`config.mk`:
```
export PLATFORM = sky130hd
export DESIGN_NAME = memsafe_reset_ctl
export DESIGN_NICKNAME = d
export VERILOG_FILES = /design/src/rtl/msr_pkg.sv /design/src/rtl/msr_sync2.sv /design/src/rtl/msr_maint_timer.sv /design/src/rtl/msr_seq_fsm.sv /design/src/rtl/memsafe_reset_ctl.sv
export SDC_FILE = /design/constraint.sdc
export NUM_CORES = 1
export LEC_CHECK = 0
export BUFFER_PORTS_ARGS = -buffer_cell sky130_fd_sc_hd__buf_2
export CAP_MARGIN = 20
export CORE_MARGIN = 1.5
export CORE_UTILIZATION = 50
export CTS_CLUSTER_DIAMETER = 30
export DETAILED_ROUTE_END_ITERATION = 10
export PLACE_DENSITY = 0.76
export SETUP_SLACK_MARGIN = 0.02
export SLEW_MARGIN = 20
export SYNTH_ARGS = -nofsm -noshare
export SYNTH_HDL_FRONTEND = slang
export SYNTH_SLANG_ARGS = --single-unit
```
`constraint.sdc`:
```
create_clock -name clk -period 2 [get_ports clk]
set_clock_uncertainty 0.15 [all_clocks]
set_input_delay 0.2 -clock clk [delete_from_list [all_inputs] [get_ports clk]]
set_output_delay 0.2 -clock clk [all_outputs]
set_load 0.005 [all_outputs]
```
`src/rtl/msr_pkg.sv`:
```
package msr_pkg;
  typedef enum logic [1:0] {
    ST_LIVE = 2'd0,
    ST_FULL = 2'd1,
    ST_KEEP = 2'd2
  } msr_state_e;
endpackage

```
`src/rtl/msr_sync2.sv`:
```
module msr_sync2 #(
  parameter int W = 2
) (
  input  logic         clk,
  input  logic         arst_n,
  input  logic [W-1:0] d_i,
  output logic [W-1:0] q_o
);
  logic [W-1:0] s1_q, s2_q;

  always_ff @(posedge clk or negedge arst_n) begin
    if (!arst_n) begin
      s1_q <= '0;
      s2_q <= '0;
    end else begin
      s1_q <= d_i;
      s2_q <= s1_q;
    end
  end

  assign q_o = s2_q;
endmodule

```
`src/rtl/msr_maint_timer.sv`:
```
module msr_maint_timer #(
  parameter int PERIOD = 240,
  localparam int CW    = $clog2(PERIOD)
) (
  input  logic clk,
  input  logic arst_n,
  input  logic hold_i,
  input  logic ext_en_i,
  input  logic ext_done_i,
  output logic done_o
);
  localparam logic [CW-1:0] LAST = CW'(PERIOD - 1);

  logic [CW-1:0] cnt_q;
  logic          wrap;

  assign wrap = (cnt_q == LAST);

  always_ff @(posedge clk or negedge arst_n) begin
    if (!arst_n)      cnt_q <= '0;
    else if (hold_i)  cnt_q <= '0;
    else if (wrap)    cnt_q <= '0;
    else              cnt_q <= cnt_q + 1'b1;
  end

  // an enabled engine reports its own cycle ends; otherwise the timer does
  assign done_o = ext_en_i ? ext_done_i : wrap;

  AST_CNT_BOUND: assert property (@(posedge clk) disable iff (!arst_n)
    cnt_q <= LAST);
  AST_CNT_WRAP: assert property (@(posedge clk) disable iff (!arst_n)
    (cnt_q == LAST) |=> (cnt_q == '0));
  AST_CNT_RUNS: assert property (@(posedge clk) disable iff (!arst_n)
    (!hold_i && cnt_q != LAST) |=> (cnt_q == $past(cnt_q) + 1'b1));
endmodule

```
`src/rtl/msr_seq_fsm.sv`:
```
module msr_seq_fsm
  import msr_pkg::*;
(
  input  logic       clk,
  input  logic       arst_n,
  input  logic       req_i,
  input  logic       save_i,
  input  logic       done_i,
  input  logic       qzero_i,
  output msr_state_e state_o,
  output logic       ready_o
);
  msr_state_e state_q;
  logic       seen_q, rdy_q;

  always_ff @(posedge clk or negedge arst_n) begin
    if (!arst_n) begin
      state_q <= ST_FULL;
      seen_q  <= 1'b0;
      rdy_q   <= 1'b0;
    end else begin
      case (state_q)
        ST_LIVE: begin
          seen_q <= 1'b0;
          rdy_q  <= 1'b0;
          if (req_i) state_q <= save_i ? ST_KEEP : ST_FULL;
        end
        ST_FULL: begin
          if (!req_i) state_q <= ST_LIVE;
        end
        ST_KEEP: begin
          if (done_i) seen_q <= 1'b1;
          if ((seen_q || done_i) && qzero_i) rdy_q <= 1'b1;
          if (!req_i && rdy_q) state_q <= ST_LIVE;
        end
        default: state_q <= ST_FULL;
      endcase
    end
  end

  assign state_o = state_q;
  assign ready_o = (state_q == ST_FULL) || (state_q == ST_KEEP && rdy_q);

  AST_PATH_FROM_MODE: assert property (@(posedge clk) disable iff (!arst_n)
    ($past(state_q) == ST_LIVE && state_q == ST_KEEP) |-> $past(save_i));
  AST_READY_NEEDS_END: assert property (@(posedge clk) disable iff (!arst_n)
    (state_q == ST_KEEP && $rose(rdy_q)) |-> ($past(seen_q) || $past(done_i)));
  AST_KEEP_EXIT_READY: assert property (@(posedge clk) disable iff (!arst_n)
    ($past(state_q) == ST_KEEP && state_q == ST_LIVE) |-> $past(rdy_q));
endmodule

```
`src/rtl/memsafe_reset_ctl.sv`:
```
module memsafe_reset_ctl
  import msr_pkg::*;
#(
  parameter int MAINT_PERIOD = 240,
  parameter int INFL_W       = 6
) (
  input  logic              clk,
  input  logic              pwr_good_i,
  input  logic              ext_rst_n_i,
  input  logic              save_mem_i,
  input  logic              maint_en_i,
  input  logic [INFL_W-1:0] inflight_i,
  input  logic              maint_done_i,
  output logic              cpu_rst_o,
  output logic              fw_rst_o,
  output logic              core_rst_o,
  output logic              wq_scrub_rst_o,
  output logic              port_dis_o,
  output logic              bus_stall_o,
  output logic              maint_rst_o,
  output logic              deassert_ok_o
);
  logic [1:0] sync_q;
  logic       hr_req, cyc_end, full_act, keep_act;
  msr_state_e st;

  // bit 1 tracks power-good (reset to 0 while power is bad), bit 0 the pin
  msr_sync2 #(.W(2)) u_sync (
    .clk    (clk),
    .arst_n (pwr_good_i),
    .d_i    ({1'b1, ext_rst_n_i}),
    .q_o    (sync_q)
  );

  assign hr_req = !(sync_q[1] && sync_q[0]);

  msr_maint_timer #(.PERIOD(MAINT_PERIOD)) u_timer (
    .clk        (clk),
    .arst_n     (pwr_good_i),
    .hold_i     (full_act),
    .ext_en_i   (maint_en_i),
    .ext_done_i (maint_done_i),
    .done_o     (cyc_end)
  );

  msr_seq_fsm u_fsm (
    .clk     (clk),
    .arst_n  (pwr_good_i),
    .req_i   (hr_req),
    .save_i  (save_mem_i),
    .done_i  (cyc_end),
    .qzero_i (inflight_i == '0),
    .state_o (st),
    .ready_o (deassert_ok_o)
  );

  assign full_act       = (st == ST_FULL);
  assign keep_act       = (st == ST_KEEP);
  assign cpu_rst_o      = full_act;
  assign core_rst_o     = full_act;
  assign maint_rst_o    = full_act;
  assign fw_rst_o       = full_act || keep_act;
  assign wq_scrub_rst_o = full_act || keep_act;
  assign port_dis_o     = full_act || keep_act;
  assign bus_stall_o    = keep_act;

  AST_STALL_DROP_READY: assert property (@(posedge clk) disable iff (!pwr_good_i)
    $fell(bus_stall_o) |-> $past(deassert_ok_o));
  AST_READY_QUEUE_EMPTY: assert property (@(posedge clk) disable iff (!pwr_good_i)
    ($rose(deassert_ok_o) && bus_stall_o) |-> ($past(inflight_i) == '0));
endmodule

```
Yosys cells after proc, flatten, opt, wreduce, memory -nomap -nowiden
Index checks and enable logic that the tools add are counted.
{"block": "word_totals", "output_inout_bits": 8, "elab_cells": 40, "regBits": 16}
{"block": "op_classes", "reduce_logical": 13, "addsub": 1, "mux": 12, "eq_ne": 8}
{"cell": "8-bit 2-to-1 mux", "count": 2}
{"cell": "8-bit by 1-bit adder with 8-bit output (second input constant)", "count": 1}
{"cell": "8-bit == test (second input constant)", "count": 1}
{"cell": "2-bit 2-to-1 mux", "count": 4}
{"cell": "2-bit by 1-bit inequality test with 1-bit output (second input constant)", "count": 4}
{"cell": "6-bit logical NOT", "count": 1}
{"cell": "2-bit one-hot mux with 3 select lines", "count": 1}
{"cell": "1-bit logical AND", "count": 4}
{"cell": "1-bit one-hot mux with 2 select lines", "count": 2}
{"cell": "2-bit AND reduction", "count": 2}
{"cell": "1-bit logical OR", "count": 3}
{"cell": "1-bit 2-to-1 mux", "count": 3}
{"cell": "3-bit AND reduction", "count": 1}
{"cell": "2-bit by 1-bit == test with 1-bit output (second input constant)", "count": 1}
{"cell": "2-bit == test (second input constant)", "count": 1}
{"cell": "2-bit logical NOT", "count": 1}
{"cell": "2-bit inequality test (second input constant)", "count": 1}
{"cell": "2-bit nonzero test", "count": 1}

Logic depth before layout (Yosys ltp)
{"block": "depth", "depth_word": 6, "depth_mapped": 5, "ltp_nobuf": 5}

Modules after synthesis
Synthesis repeated with hierarchy kept, for this count alone.
{"block": "unflattened", "cells_unflattened": 84, "area_unflattened_um2": 884.6}
{"mod": "msr_maint_timer", "cells_per_inst": 42, "n_inst": 1, "area_each_um2": 415.4, "seq_area_each_um2": 200.2}
{"mod": "msr_seq_fsm", "cells_per_inst": 25, "n_inst": 1, "area_each_um2": 277.8, "seq_area_each_um2": 101.3}
{"mod": "msr_sync2", "cells_per_inst": 4, "n_inst": 1, "area_each_um2": 100.1, "seq_area_each_um2": 100.1}
{"mod": "memsafe_reset_ctl", "cells_per_inst": 13, "n_inst": 1, "area_each_um2": 91.3, "seq_area_each_um2": 0.0}

Worst setup path after synthesis
OpenSTA, ideal clock, no wires.
{"block": "synth_timing", "kind": "register to register", "start": "reg u_fsm.state_q[0] (netlist: u_fsm.state_o[0])", "end": "reg u_fsm.state_q[0] (netlist: u_fsm.state_o[0])", "t_required_ns": 1.775, "path_stages_with_launch": 6, "slack_ns": 0.399, "setup_time_ns": 0.075, "arrival_ns": 1.376, "n_path_buf": 0, "cell_sequence": "dfstp_2 inv_1 ha_1 a211oi_1 a41o_1 mux2i_1"}
{"block": "synth_via", "elab_chain_cells": 3}
{"item": "start, declared", "line_no": "msr_seq_fsm.sv:13", "rtl": "msr_state_e state_q;"}
{"item": "start signal, assigned", "line_no": "msr_seq_fsm.sv:26", "rtl": "if (req_i) state_q <= save_i ? ST_KEEP : ST_FULL;"}
{"item": "2-bit == test *"}
{"item": "via bus_stall_o", "line_no": "memsafe_reset_ctl.sv:19", "rtl": "output logic bus_stall_o,"}
{"item": "2-bit by 1-bit inequality test with 1-bit output (no source line)"}
{"item": "3-bit AND reduction (no source line)"}
The timed path passes the listed nets; every way through them passes the cells marked *.
A chain may end at the register's enable or synchronous reset.

Worst setup path after layout
{"block": "layout_timing", "start": "reg u_fsm.state_q[0] (netlist: u_fsm.state_o[0])", "end": "out deassert_ok_o"}
{"block": "layout_via", "elab_chain_cells": 3}
{"item": "2-bit == test", "line_no": "msr_seq_fsm.sv:42", "rtl": "assign ready_o = (state_q == ST_FULL) || (state_q == ST_KEEP && rdy_q);"}
{"item": "1-bit logical AND", "line_no": "msr_seq_fsm.sv:42"}
{"item": "1-bit logical OR *", "line_no": "msr_seq_fsm.sv:42"}
{"item": "end, declared", "line_no": "memsafe_reset_ctl.sv:21", "rtl": "output logic deassert_ok_o"}
Mark *: on every way between the ends. The rest lies on a longest branch, timed or not.

==> summary.md <==
| Metric | Value |
|---|---|
| Clk Latency, worst-skew pair | `0.28 ns` |
| Share of cells above drive strength 1 | `0.2903` |
| Bufs on Longest Clock Path | `2` |
| Routed Antenna Nets | `0` |
| Maximum level of the CTS H-tree | `1` |
| Slowest-stage cell, CP | `dfstp_2` |
| Largest area contributor in the netlist | `dfrtp_1` |
| Lkg Pwr | `0.4515 nW` |
| Placed cell areas | `858.3 um2` |
| Synth-to-Final Area Change | `16.99%` |
| Chip width | `42.33 um` |
| Die area | `1791 um2` |
| Starting Density | `0.5255` |
| Setup TNS | `0 ns` |
| Mapped cell area | `773.2 um2` |
| Final setup viols | `0` |
| R2R depth | `5` |
| Setup crit end kind | `output pin` |
| RePlAce Congestion | `0.7370` |
| Crit start category | `flop` |
| R2R Path End | `u_fsm.state_o[0]` |
| Outcome | `finished, final reports clean` |
| RSZ-0062 raised after global routing | `false` |
| Post-synth EDFFs | `0` |
| Worst Hold Slack | `0.01185 ns` |
| Avg WL per Cell | `12.06 um` |
| R2R Setup Slk | `0.24 ns` |
| Maximum fanout along the worst path | `7` |
| Initial DRT Pass Iterations | `5` |
| WP data required | `1.65 ns` |
| Clock slew at reported path FFs | `0.09 ns` |
| WS Path Type | `reg -> out` |
| Post-synthesis register bit count | `16` |
| Initial antenna violation count | `0` |
| Pin count of the biggest net entering global routing | `17` |
| Main synth FF type | `dfrtp_1` |
| CP peak stage delay | `0.55 ns` |
| Syn nets | `88` |
| Chip Height | `42.33 um` |
| Tcrit/Tclk final | `0.9034` |
| CP startpoint | `u_fsm.state_o[0]` |
| CTS Root Buffer Type | `clkbuf_4` |
| Distinct cells, synth | `29` |
| Pwr Density | `1151 nW/um2` |
| Vias | `570` |
| Async S/R FF share, synth | `1.000` |
| Nets | `110` |
| Number of global-route vias before repair | `575` |
| Port buffer count | `19` |
| Clock sinks | `16` |
| Post-CTS Setup Bufs | `0` |
| Max IR drop VDD | `848.7 uV` |
| Finished Layout Cells | `109` |
| Row cnt | `14` |
| Post-synth top area share | `0.4854` |
| Final Hold Viols | `0` |
| Post-CTS Resized | `0` |
| DRC Markers | `0` |
| Top-level port count | `20` |
| Synth Instances | `72` |
| Final WL | `1314 um` |
| Minimum clock period | `1.807 ns` |
| Hpwl dp | `983.7 um` |
| Avg Vias per Cell | `5.229` |
| # fillers | `144` |
| Max Slew Vio Count | `0` |
| Syn avg cell area | `10.74 um2` |
| Final Cell Area | `904.6 um2` |
| Critical path cell sequence | `inv_1, ha_1, a21o_1, buf_2` |
| Register area | `401.6 um2` |
| CTS tree | `yes` |
| Fmax | `553.5 MHz` |
| GRT Util Overall | `0.1738` |
| GR Overflow Total | `0` |
| MaxCap Viol Count | `0` |
| Synth warnings | `0` |
| CTS hold repair buffers | `2` |
| Synth area leaders | `dfrtp_1, ha_1, o21ai_0` |
| Tightest Hold Check Type | `in -> reg` |
| Final core occ | `0.6148` |
| Critical Path AT | `1.46 ns` |
| Reg2reg start | `u_fsm.state_o[0]` |
| CTS buffer count | `3` |
| Ant diodes | `0` |
| First-pass GRT wire length | `2318 um` |
| Core footprint | `1471 um2` |
| Placed cells | `103` |
| Detailed Route Iter0 Violations | `3` |
| CP endpoint | `deassert_ok_o` |
| Multi-input gate area | `326.6 um2` |
| Sequential fraction of the synthesis area | `0.5194` |
==> per-stage QoR <==
stage	setup WS [ns]	total power, W
final	0.1933	0.001041
after detailed placement	0.2425	0.0008786
after global routing	0.07437	0.001125
after floorplan	0.3992	0.0007843
after global placement	0.3595	0.0008657
after CTS	0.1804	0.001057
==> critical path, delay by kind of cell (launching register included) <==
family / cells / cell delay (ns)
AOI/OAI and AO/OA: 1 / 0.18
adders and majority gates: 1 / 0.27
buffers and inverters: 2 / 0.19
DFF: 1 / 0.55
==> cells in the final DEF (no fill, tap or decap) <==
cell type	synthesis	layout
nand3_2	1	1
nor4b_1	1	1
a21oi_2	2	2
nand2_1	3	3
a31oi_1	1	1
ha_1	4	4
a41o_1	1	1
mux2i_1	1	1
buf_2	0	19
clkbuf_4	0	3
a21o_1	4	4
nor2b_1	1	1
dlygate4sd3_1	0	2
a211oi_1	1	1
and4b_1	1	1
dfstp_2	1	1
nor2_1	5	5
inv_1	4	4
o21ai_0	6	6
dfrtp_1	15	15
and2_1	1	1
and3_2	1	1
or3_1	3	3
conb_1	1	1
nand3_1	2	2
nor3_1	1	1
clkbuf_1	0	1
nand2b_1	1	1
xor2_1	1	1
nand4_1	1	1
xnor2_1	2	2
a21oi_1	2	2
==> how the worst min path moves through the flow <==
stage                from          endpoint  slack [ns]  depth (start not counted)
2_1_floorplan  pwr_good_i       u_fsm.rdy_q       -0.25                          0
3_3_place_gp   pwr_good_i      u_fsm.seen_q       -0.02                          1
3_5_place_dp   pwr_good_i      u_fsm.seen_q       -0.02                          1
4_1_cts        save_mem_i  u_fsm.state_o[1]       0.004                          3
5_1_grt        save_mem_i  u_fsm.state_o[1]        0.03                          3
6_report       save_mem_i  u_fsm.state_o[1]        0.01                          3
==> kinds of logic after synthesis <==
family                     share of synthesized area
and+or+nand+nor                               0.1618
AOI/OAI and AO/OA                             0.1440
DFF                                           0.5194
buffers and inverters                        0.05825
adders and majority gates                    0.06473
xor gates and xnor gates                     0.03399
other                                       0.004850
muxes                                        0.01295
==> flip-flops by register name, indices dropped and copies added, names as in the netlist <==
name and flops:
u_fsm.rdy_q 1, u_timer.cnt_q 8, u_fsm.seen_q 1, u_sync.q_o 2, u_sync.s1_q 2, u_fsm.state_o 2
==> cell type report <==
type,instances,area share
Sequential cell,16,0.4440
Multi-Input combinational cell,48,0.3610
Timing Repair Buffer,21,0.1272
Clock buffer,4,0.02905
Tap cell,16,0.02213
Inverter,4,0.01660
==> synthesized netlist by cell type, drive strengths merged (2+ instances only) <==
master,number
buf,4
dfrtp,15
or3,3
a21oi,4
inv,4
xnor2,2
o21ai,6
nor2,5
nand3,3
ha,4
nand2,3
a21o,4
==> per-layer routing <==
layer / vias up / wire length (um) / part of all wire / GRT usage
met5: - / 0 / 0 / 0
met4: 0 / 12 / 0.0091 / 0.07500
met3: 2 / 88 / 0.067 / 0.03879
met2: 20 / 611 / 0.46 / 0.2769
met1: 261 / 601 / 0.46 / 0.2283
li1: 287 / - / - / -
==> where the power goes <==
| group | switching (W) | internal [W] | leakage (nW) |
|---|---|---|---|
| sequential | 0.0000419 | 0.000384 | 0.207 |
| combinational | 0.000236 | 0.000208 | 0.229 |
| clock | 0.0000929 | 0.0000773 | 0.0150 |
| total | 0.000371 | 0.000670 | 0.451 |
(Power assumes the default switching activity.)
